### src/rtl/fqp_pkg.sv
// Shared constants and types for the flash query probe engine.
package fqp_pkg;
    localparam logic [7:0] CMD_QUERY  = 8'h98;
    localparam logic [7:0] CMD_RD_ALT = 8'hF0;
    localparam logic [7:0] CMD_RD_STD = 8'hFF;
    localparam logic [7:0] QUERY_ADDR = 8'h55;

    typedef enum logic [2:0] {
        ERR_NONE   = 3'd0,
        ERR_NODEV  = 3'd1,
        ERR_IDENT  = 3'd2,
        ERR_IFACE  = 3'd3,
        ERR_ERASE  = 3'd4,
        ERR_WRITE  = 3'd5,
        ERR_BUFWR  = 3'd6,
        ERR_REGION = 3'd7
    } err_e;

    typedef enum logic [1:0] {
        PH_CMD  = 2'd0,
        PH_READ = 2'd1,
        PH_RST1 = 2'd2,
        PH_RST2 = 2'd3
    } phase_e;
endpackage

### src/rtl/fqp_tmo_rule.sv
// One timeout pair rule: applies defaults to zero exponents and checks limits.
// Assumes DEF_TYP/DEF_MUL of 0 mean "no default"; purely combinational.
module fqp_tmo_rule #(
    parameter int DEF_TYP = 16,
    parameter int DEF_MUL = 4,
    parameter int LIMIT   = 41
) (
    input  logic [7:0] typ_raw,
    input  logic [7:0] mul_raw,
    output logic [7:0] typ_eff,
    output logic [7:0] mul_eff,
    output logic       bad
);
    localparam logic [7:0] DT = 8'(DEF_TYP);
    localparam logic [7:0] DM = 8'(DEF_MUL);
    localparam logic [8:0] LIM = 9'(LIMIT);

    logic [8:0] sum;

    // Defaults then limit test on the defaulted values.
    always_comb begin
        typ_eff = (typ_raw == 8'd0 && DEF_TYP != 0) ? DT : typ_raw;
        mul_eff = (mul_raw == 8'd0 && DEF_MUL != 0) ? DM : mul_raw;
        sum     = {1'b0, typ_eff} + {1'b0, mul_eff};
        bad     = ({1'b0, typ_eff} > LIM) || (sum > LIM);
    end
endmodule

### src/rtl/fqp_bus_seq.sv
// Performs one table-byte fetch as four bus accesses: query command, read,
// then two read-mode writes at address 0. Assumes width is 1, 2 or 4 and
// that the bus acknowledges each request exactly once.
module fqp_bus_seq
    import fqp_pkg::*;
#(
    parameter int ADDR_W = 12
) (
    input  logic              clk,
    input  logic              rst_n,
    input  logic              go,
    input  logic [2:0]        width,
    input  logic [7:0]        offset,
    output logic              rsp_valid,
    output logic [7:0]        rsp_byte,
    output logic              bus_req,
    output logic              bus_we,
    output logic [ADDR_W-1:0] bus_addr,
    output logic [31:0]       bus_wdata,
    output logic [3:0]        bus_be,
    input  logic [31:0]       bus_rdata,
    input  logic              bus_ack
);
    logic        active;
    phase_e      phase;
    logic [7:0]  off_q;
    logic [2:0]  w_q;
    logic [1:0]  sh;
    logic [7:0]  cmd;

    // Access sequencing: raise req, drop it on ack, advance phase.
    always_ff @(posedge clk) begin
        if (!rst_n) begin
            active    <= 1'b0;
            phase     <= PH_CMD;
            bus_req   <= 1'b0;
            rsp_valid <= 1'b0;
            rsp_byte  <= 8'd0;
            off_q     <= 8'd0;
            w_q       <= 3'd1;
        end else begin
            rsp_valid <= 1'b0;
            if (go && !active) begin
                active  <= 1'b1;
                phase   <= PH_CMD;
                bus_req <= 1'b1;
                off_q   <= offset;
                w_q     <= width;
            end else if (active) begin
                if (bus_req && bus_ack) begin
                    bus_req <= 1'b0;
                    if (phase == PH_READ) rsp_byte <= bus_rdata[7:0];
                    if (phase == PH_RST2) begin
                        active    <= 1'b0;
                        rsp_valid <= 1'b1;
                    end else begin
                        phase <= phase_e'(phase + 2'd1);
                    end
                end else if (!bus_req) begin
                    bus_req <= 1'b1;
                end
            end
        end
    end

    // Address, data and lane decode for the current phase.
    always_comb begin
        sh = w_q[2] ? 2'd2 : (w_q[1] ? 2'd1 : 2'd0);
        bus_be = w_q[2] ? 4'hF : (w_q[1] ? 4'h3 : 4'h1);
        bus_we = (phase != PH_READ);
        cmd    = CMD_RD_STD;
        bus_addr = '0;
        case (phase)
            PH_CMD:  begin cmd = CMD_QUERY;  bus_addr = ADDR_W'(QUERY_ADDR) << sh; end
            PH_READ: begin cmd = 8'd0;       bus_addr = ADDR_W'(off_q) << sh;      end
            PH_RST1: begin cmd = CMD_RD_ALT; bus_addr = '0;                         end
            default: begin cmd = CMD_RD_STD; bus_addr = '0;                         end
        endcase
        bus_wdata = {24'd0, cmd};
    end

    AST_REQ_HELD: assert property (@(posedge clk) disable iff (!rst_n)
        bus_req && !bus_ack |=> bus_req && $stable(bus_addr) && $stable(bus_we));
    AST_ACK_NEEDS_REQ: assert property (@(posedge clk) disable iff (!rst_n)
        bus_ack |-> bus_req);
    AST_GAP_AFTER_ACK: assert property (@(posedge clk) disable iff (!rst_n)
        bus_req && bus_ack |=> !bus_req);
    AST_RESET_PAIR: assert property (@(posedge clk) disable iff (!rst_n)
        rsp_valid |-> $past(bus_we) && $past(bus_addr) == '0 && $past(bus_wdata[7:0]) == CMD_RD_STD);
endmodule

### src/rtl/fqp_engine.sv
// Flash query probe engine top: walks the query table, detects bus width,
// validates the table and holds decoded fields until the next start.
// Assumes cfg_width is 0, 1, 2 or 4 and start is only pulsed when idle or finished.
module fqp_engine
    import fqp_pkg::*;
#(
    parameter int ADDR_W = 12,
    parameter int NREG   = 4
) (
    input  logic                 clk,
    input  logic                 rst_n,
    input  logic                 start,
    input  logic [2:0]           cfg_width,
    output logic                 bus_req,
    output logic                 bus_we,
    output logic [ADDR_W-1:0]    bus_addr,
    output logic [31:0]          bus_wdata,
    output logic [3:0]           bus_be,
    input  logic [31:0]          bus_rdata,
    input  logic                 bus_ack,
    output logic                 done,
    output logic                 err,
    output logic [2:0]           err_code,
    output logic [2:0]           width,
    output logic [15:0]          cmdset,
    output logic [31:0]          size_bytes,
    output logic [7:0]           erase_typ_exp,
    output logic [7:0]           erase_mul_exp,
    output logic [7:0]           write_typ_exp,
    output logic [7:0]           write_mul_exp,
    output logic [7:0]           buf_typ_exp,
    output logic [7:0]           buf_mul_exp,
    output logic [7:0]           buf_log2,
    output logic [7:0]           region_count,
    output logic [NREG*17-1:0]   reg_blocks,
    output logic [NREG*24-1:0]   reg_bsize
);
    localparam int NSTEP = 16 + 4 * NREG;
    localparam int SW    = $clog2(NSTEP + 1);
    // Step indices of the fetch programme
    localparam logic [SW-1:0] S_Q = 0, S_R = 1, S_Y = 2, S_IFHI = 7,
        S_EMUL = 9, S_WMUL = 11, S_BTYP = 12, S_BMUL = 13, S_NREG = 15, S_REG0 = 16;

    typedef enum logic [1:0] {ST_IDLE, ST_RUN, ST_FIN} state_e;

    state_e          state;
    logic [SW-1:0]   step;
    logic            auto_q;
    logic            go;
    logic [7:0]      raw [NSTEP];
    logic [7:0]      vw  [NSTEP];
    logic [7:0]      offs;
    logic            rsp_valid;
    logic [7:0]      rbyte;
    logic [SW-1:0]   nxt_step;
    logic            fin, retry;
    err_e            fcode;
    logic [15:0]     iface_p1;
    logic            erase_bad, write_bad, buf_bad;
    logic [SW-1:0]   rel;

    // Table offset for each programme step.
    always_comb begin
        case (step)
            SW'(0):  offs = 8'h10;  SW'(1):  offs = 8'h11;  SW'(2):  offs = 8'h12;
            SW'(3):  offs = 8'h13;  SW'(4):  offs = 8'h14;  SW'(5):  offs = 8'h27;
            SW'(6):  offs = 8'h28;  SW'(7):  offs = 8'h29;  SW'(8):  offs = 8'h21;
            SW'(9):  offs = 8'h25;  SW'(10): offs = 8'h1F;  SW'(11): offs = 8'h23;
            SW'(12): offs = 8'h20;  SW'(13): offs = 8'h24;  SW'(14): offs = 8'h2A;
            SW'(15): offs = 8'h2C;
            default: offs = 8'h2D + 8'(step - S_REG0);
        endcase
    end

    fqp_bus_seq #(.ADDR_W(ADDR_W)) u_seq (
        .clk(clk), .rst_n(rst_n), .go(go), .width(width), .offset(offs),
        .rsp_valid(rsp_valid), .rsp_byte(rbyte),
        .bus_req(bus_req), .bus_we(bus_we), .bus_addr(bus_addr),
        .bus_wdata(bus_wdata), .bus_be(bus_be), .bus_rdata(bus_rdata), .bus_ack(bus_ack)
    );

    // Byte view with the byte just fetched merged in at the current step.
    always_comb begin
        for (int i = 0; i < NSTEP; i++)
            vw[i] = (rsp_valid && step == SW'(i)) ? rbyte : raw[i];
    end

    fqp_tmo_rule #(.DEF_TYP(16), .DEF_MUL(4), .LIMIT(41)) u_erase (
        .typ_raw(vw[8]), .mul_raw(vw[9]), .typ_eff(erase_typ_exp), .mul_eff(erase_mul_exp), .bad(erase_bad));
    fqp_tmo_rule #(.DEF_TYP(18), .DEF_MUL(4), .LIMIT(51)) u_write (
        .typ_raw(vw[10]), .mul_raw(vw[11]), .typ_eff(write_typ_exp), .mul_eff(write_mul_exp), .bad(write_bad));
    fqp_tmo_rule #(.DEF_TYP(0), .DEF_MUL(0), .LIMIT(51)) u_buf (
        .typ_raw(vw[12]), .mul_raw(vw[13]), .typ_eff(buf_typ_exp), .mul_eff(buf_mul_exp), .bad(buf_bad));

    // Decide what follows the byte that just arrived.
    always_comb begin
        nxt_step = step + SW'(1);
        fin      = 1'b0;
        retry    = 1'b0;
        fcode    = ERR_NONE;
        iface_p1 = {vw[7], vw[6]} + 16'd1;
        rel      = step - S_REG0;
        if (step == S_Q) begin
            if (rbyte != 8'h51) begin
                if (auto_q && width != 3'd4) retry = 1'b1;
                else begin fin = 1'b1; fcode = ERR_NODEV; end
            end
        end else if (step == S_R || step == S_Y) begin
            if (rbyte != ((step == S_R) ? 8'h52 : 8'h59)) begin fin = 1'b1; fcode = ERR_IDENT; end
        end else if (step == S_IFHI) begin
            if ((iface_p1[2:0] & width) == 3'd0) begin fin = 1'b1; fcode = ERR_IFACE; end
        end else if (step == S_EMUL) begin
            if (erase_bad) begin fin = 1'b1; fcode = ERR_ERASE; end
        end else if (step == S_WMUL) begin
            if (write_bad) begin fin = 1'b1; fcode = ERR_WRITE; end
        end else if (step == S_BMUL) begin
            if (buf_bad) begin fin = 1'b1; fcode = ERR_BUFWR; end
            else if (vw[S_BTYP] == 8'd0) nxt_step = S_NREG;
        end else if (step == S_NREG) begin
            if (rbyte > 8'(NREG)) begin fin = 1'b1; fcode = ERR_REGION; end
            else if (rbyte == 8'd0) fin = 1'b1;
        end else if (step >= S_REG0) begin
            if (rel[1:0] == 2'd3 && 8'(rel >> 2) + 8'd1 == raw[S_NREG]) fin = 1'b1;
        end
    end

    // Main sequencing: start, capture each byte, retry widths, finish.
    always_ff @(posedge clk) begin
        if (!rst_n) begin
            state    <= ST_IDLE;
            step     <= '0;
            auto_q   <= 1'b0;
            go       <= 1'b0;
            width    <= 3'd1;
            done     <= 1'b0;
            err      <= 1'b0;
            err_code <= ERR_NONE;
            for (int i = 0; i < NSTEP; i++) raw[i] <= 8'd0;
        end else begin
            go <= 1'b0;
            if (start && state != ST_RUN) begin
                state    <= ST_RUN;
                step     <= '0;
                auto_q   <= (cfg_width == 3'd0);
                width    <= (cfg_width == 3'd0) ? 3'd1 : cfg_width;
                done     <= 1'b0;
                err      <= 1'b0;
                err_code <= ERR_NONE;
                go       <= 1'b1;
                for (int i = 0; i < NSTEP; i++) raw[i] <= 8'd0;
            end else if (state == ST_RUN && rsp_valid) begin
                raw[step] <= rbyte;
                if (fin) begin
                    state    <= ST_FIN;
                    done     <= (fcode == ERR_NONE);
                    err      <= (fcode != ERR_NONE);
                    err_code <= fcode;
                end else if (retry) begin
                    width <= width << 1;
                    go    <= 1'b1;
                end else begin
                    step <= nxt_step;
                    go   <= 1'b1;
                end
            end
        end
    end

    assign cmdset       = {raw[4], raw[3]};
    assign size_bytes   = (raw[5] < 8'd32) ? (32'd1 << raw[5][4:0]) : 32'd0;
    assign buf_log2     = raw[14];
    assign region_count = raw[S_NREG];

    // Region descriptor decode, one slot per supported region.
    for (genvar g = 0; g < NREG; g++) begin : g_region
        logic [15:0] cnt_f, sz_f;
        logic        used;
        assign cnt_f = {raw[16 + 4*g + 1], raw[16 + 4*g]};
        assign sz_f  = {raw[16 + 4*g + 3], raw[16 + 4*g + 2]};
        assign used  = (8'(g) < raw[S_NREG]);
        assign reg_blocks[g*17 +: 17] = used ? ({1'b0, cnt_f} + 17'd1) : 17'd0;
        assign reg_bsize[g*24 +: 24]  = !used ? 24'd0 : (sz_f == 16'd0) ? 24'd128 : {sz_f, 8'd0};
    end

    AST_FLAGS_EXCL: assert property (@(posedge clk) disable iff (!rst_n)
        !(done && err));
    AST_DONE_CLEAN: assert property (@(posedge clk) disable iff (!rst_n)
        done |-> err_code == 3'd0);
    AST_WIDTH_ONEHOT: assert property (@(posedge clk) disable iff (!rst_n)
        state != ST_IDLE && cfg_width != 3'd3 && cfg_width < 3'd5 |-> $onehot(width));
    AST_WIDTH_GROWS: assert property (@(posedge clk) disable iff (!rst_n)
        state == ST_RUN && $past(state) == ST_RUN && !$stable(width) |-> auto_q && width > $past(width));
    AST_NO_ACCESS_DONE: assert property (@(posedge clk) disable iff (!rst_n)
        state == ST_FIN && $past(state) == ST_FIN |-> !bus_req);
endmodule

### config.mk
export PLATFORM = sky130hd
export DESIGN_NAME = fqp_engine
export DESIGN_NICKNAME = d
export VERILOG_FILES = /design/src/rtl/fqp_pkg.sv /design/src/rtl/fqp_tmo_rule.sv /design/src/rtl/fqp_bus_seq.sv /design/src/rtl/fqp_engine.sv
export SDC_FILE = /design/constraint.sdc
export NUM_CORES = 1
export LEC_CHECK = 0
export ABC_AREA = 0
export ABC_CLOCK_PERIOD_IN_PS = 8720
export BUFFER_PORTS_ARGS = -buffer_cell sky130_fd_sc_hd__buf_2
export CORE_UTILIZATION = 30
export CTS_CLUSTER_DIAMETER = 60
export CTS_CLUSTER_SIZE = 8
export DETAILED_ROUTE_END_ITERATION = 10
export MAX_ROUTING_LAYER = met4
export SLEW_MARGIN = 20
export SYNTH_ARGS = -nofsm -noshare
export SYNTH_HDL_FRONTEND = slang
export SYNTH_SLANG_ARGS = --single-unit
### constraint.sdc
create_clock -name clk -period 8.72 [get_ports clk]
set_clock_uncertainty 0.1 [all_clocks]
set_input_delay 0 -clock clk [delete_from_list [all_inputs] [get_ports clk]]
set_output_delay 0 -clock clk [all_outputs]
set_load 0.05 [all_outputs]
==> results.sh <==
export IMPL_status="completed"
export IMPL_crit_top_cell="ha_1"
export IMPL_worst_hold_path_type="in2reg"
export IMPL_post_synth_top_area_cell="edfxtp_1"
export IMPL_multi_input_comb_area_um2=7670
export IMPL_rr_endpoint="err"
export IMPL_yosysUniqueCellTypes=75
export IMPL_path_cells="inv_1 -> ha_1 -> nand4_1 -> mux2_2 -> or4_1 -> o21ai_0 -> ha_1 -> nor2b_1 -> a221oi_1 -> a32oi_1 -> or3b_2 -> o211ai_1 -> o21ai_2 -> a211oi_1"
export IMPL_hold_depth=5
export IMPL_p_sw_frac=0.301
export IMPL_fin_tns_setup_ns=0
export IMPL_fin_crit_ns=5.62
export IMPL_post_cts_repair_setup_buffers=0
export IMPL_path_depth=14
export IMPL_cts_sinks=260
export IMPL_cp_max_fo=13
export IMPL_slowest_delay_ns=0.64
export IMPL_power_frac_seq=0.422
export IMPL_firstDrtPassIters=6
export IMPL_synth_edf_count=219
export IMPL_path_class="reg2reg"
export IMPL_cts_resized=0
export IMPL_h_tree_depth=2
export IMPL_cell_internal_pwr_uw=2420
export IMPL_async_flop_share=0
export IMPL_cts_buffer_depth=3
export IMPL_rsz0062_at_grt="no"
export IMPL_cp_arrival_ns=5.97
export IMPL_drtAntennaViolNets=0
export IMPL_wl_um=46500
export IMPL_grt_pass1_vias=12200
export IMPL_drc_errors=0
export IMPL_placementRows=83
export IMPL_regArea_um2=7410
export IMPL_slowest_stage="nand4_1"
export IMPL_slew_violations=0
export IMPL_drive_gt1_frac=0.222
export IMPL_slew_headroom=0.284
export IMPL_area_delta_synth_final_pct=20.9
export IMPL_synth_common_cells="and2_1, edfxtp_1, nor2_1, nand2_1, nor2b_1"
export IMPL_hold_viol=0
export IMPL_power_density_nw_per_um2=182
export IMPL_reg2reg_slack_ns=3.10
export IMPL_min_period_over_period=0.645
export IMPL_die_w_um=231
export IMPL_grt_max_degree=47
export IMPL_whs_ns=0.260
export IMPL_finalSetupViolations=0
export IMPL_viasPerCell=4.89
export IMPL_startpoint_type="flip-flop"
export IMPL_max_cap_viol_count=0
export IMPL_dieArea_um2=53400
export IMPL_io_buffer_count=293
export IMPL_yosys_register_bits=260
export IMPL_grt_overflow=0
export IMPL_place_ws_ns=3.18
export IMPL_avgSynthCellArea_um2=9.75
export IMPL_ys_flop_type="edfxtp_1"
export IMPL_crit_end="err"
export IMPL_cts_hold_buffers_added=27
export IMPL_startpoint="step[2]"
export IMPL_wl_per_cell_um=17.9
export IMPL_post_synth_top_count_cell="and2_1"
export IMPL_die_y_um=231
export IMPL_end_kind="flip-flop"
export IMPL_switching_power_uw=1040
export IMPL_syn_area_um2=15800
export IMPL_clk_pin_slew_ns=0.05
export IMPL_grt_pass1_wl_um=69500
export IMPL_clockPowerShare=0.408
export IMPL_drt_iter0_drc=650
export IMPL_yosysSeqAreaShare=0.470
export IMPL_via_count=12700
export IMPL_critPathBufInv=1
export IMPL_path_delay_family="simple AND/OR/NAND/NOR gates"
export IMPL_final_util=0.369
export IMPL_place_hpwl_um=33000
export IMPL_yosysWarnings=0
export IMPL_clock_latency_ns=0.54
export IMPL_place_congestion=0.851
export IMPL_irDropWorstVdd_mv=0.120
export IMPL_fin_nets=1989
export IMPL_fillers=5133
export IMPL_worstPathRequired_ns=9.07
export IMPL_synth_area_top_cells="edfxtp_1, and2_1, dfxtp_1, nor2_1, ha_1"
export IMPL_start_util=0.305
export IMPL_hold_start="cfg_width[0]"
export IMPL_grt_use_total=0.174
export IMPL_leakage_uw=0.00797
export IMPL_r2r_start="step[2]"
export IMPL_tightest_slew_ns=1.06
export IMPL_worstRegToRegCells=14
export IMPL_core_um2=51600
export IMPL_fin_ws_ns=3.10
export IMPL_io_pins=373
export IMPL_cts_root_buffer="clkbuf_16"
export IMPL_max_freq_ghz=0.178
export IMPL_syn_inst=1616
export IMPL_cts_tree="built"
export IMPL_antenna_found_initial=0
export IMPL_synth_top_cell_area_share=0.418
export IMPL_cts_made_buffers=41
export IMPL_pwr_share_comb=0.169
worst register-to-register path: cells and delay by family, from the launching register on:
kind / cells / cell delay (ns)
and+or+nand+nor: 4 / 1.81
AOI/OAI and AO/OA: 6 / 1.48
adders and majority gates: 2 / 0.89
muxes: 1 / 0.54
DFF: 1 / 0.44
buffers and inverters: 1 / 0.26
logic make-up after synthesis:
kind of cell             Yosys count  synth area share
adder cells (fa/ha/maj)           48            0.0396
AND/OR/NAND/NOR                  800             0.272
other                              2          0.000477
buffers and inverters            177            0.0578
AO/OA/AOI/OAI                    201            0.0823
multiplexers                      55            0.0380
flip-flops                       260             0.470
XOR/XNOR                          73            0.0406
how the worst min path moves through the flow:
stage	endpoint	slack (ns)
2_1_floorplan	u_seq.rsp_byte[2]	0.04
3_3_place_gp	u_seq.rsp_byte[0]	0.14
3_5_place_dp	u_seq.rsp_byte[0]	0.15
4_1_cts	auto_q	0.22
5_1_grt	auto_q	0.26
6_report	auto_q	0.26
cell usage in the layout, fill, tap and decap left out, types with 20 or more instances in the layout:
cell,count
a21oi_1,48
nor2b_1,81
nand2_1,109
dfxtp_1,33
mux2_2,34
nor2_1,174
conb_1,55
nand4_1,26
nor4_1,31
and2_1,221
inv_1,32
mux2i_1,20
dlygate4sd3_1,27
clkbuf_16,41
ha_1,45
buf_2,293
edfxtp_1,219
xnor2_1,32
nand3_1,65
o21ai_0,48
xor2_1,41
final cells by class:
cell class	instances	area share
Antenna cell	2	0.000263
Multi-Input combinational cell	1232	0.403
Inverter	33	0.00650
Sequential cell	260	0.389
Clock buffer	51	0.0558
Tap cell	680	0.0447
Clock inverter	8	0.00427
Timing Repair Buffer	334	0.0967
power by group through the flow:
stage	Combinational [uW]	Sequential, uW	Clock [uW]
after global routing	622	1470	1490
after detailed placement	579	1490	0
after CTS	588	1460	1440
final	586	1460	1410
after floorplan	451	1500	0
after global placement	574	1480	0
flip-flops by register name, indices dropped and copies added, names as in the netlist:
signal and flops:
u_seq.active 1, step 6, err_code 3, u_seq.w_q 2, raw 219, u_seq.rsp_valid 1, state 2, auto_q 1
width 3, u_seq.rsp_byte 8, u_seq.off_q 8, go 1, err 1, u_seq.bus_req 1, u_seq.phase 2, done 1
metal layers:
| metal | up-vias | share of wire | routed length [um] | track usage |
|---|---|---|---|---|
| met5 | - | 0 | 0 | - |
| met4 | 0 | 0.025 | 1180 | 0.0532 |
| met3 | 80 | 0.044 | 2060 | 0.0278 |
| met2 | 388 | 0.48 | 22500 | 0.288 |
| met1 | 6110 | 0.45 | 20800 | 0.216 |
| li1 | 6144 | - | - | - |
stage by stage:
| stage | instance area, um2 | power [uW] | cells |
|---|---|---|---|
| floorplan | 15900 | 1950 | 1669 |
| global route | 19000 | 3580 | 2598 |
| finish | 19000 | 3460 | 2600 |
| CTS | 19000 | 3490 | 2598 |
| detailed placement | 17600 | 2060 | 2512 |
| global placement | 17600 | 2060 | 2512 |
No activity file was read; power rests on OpenSTA's default activity.
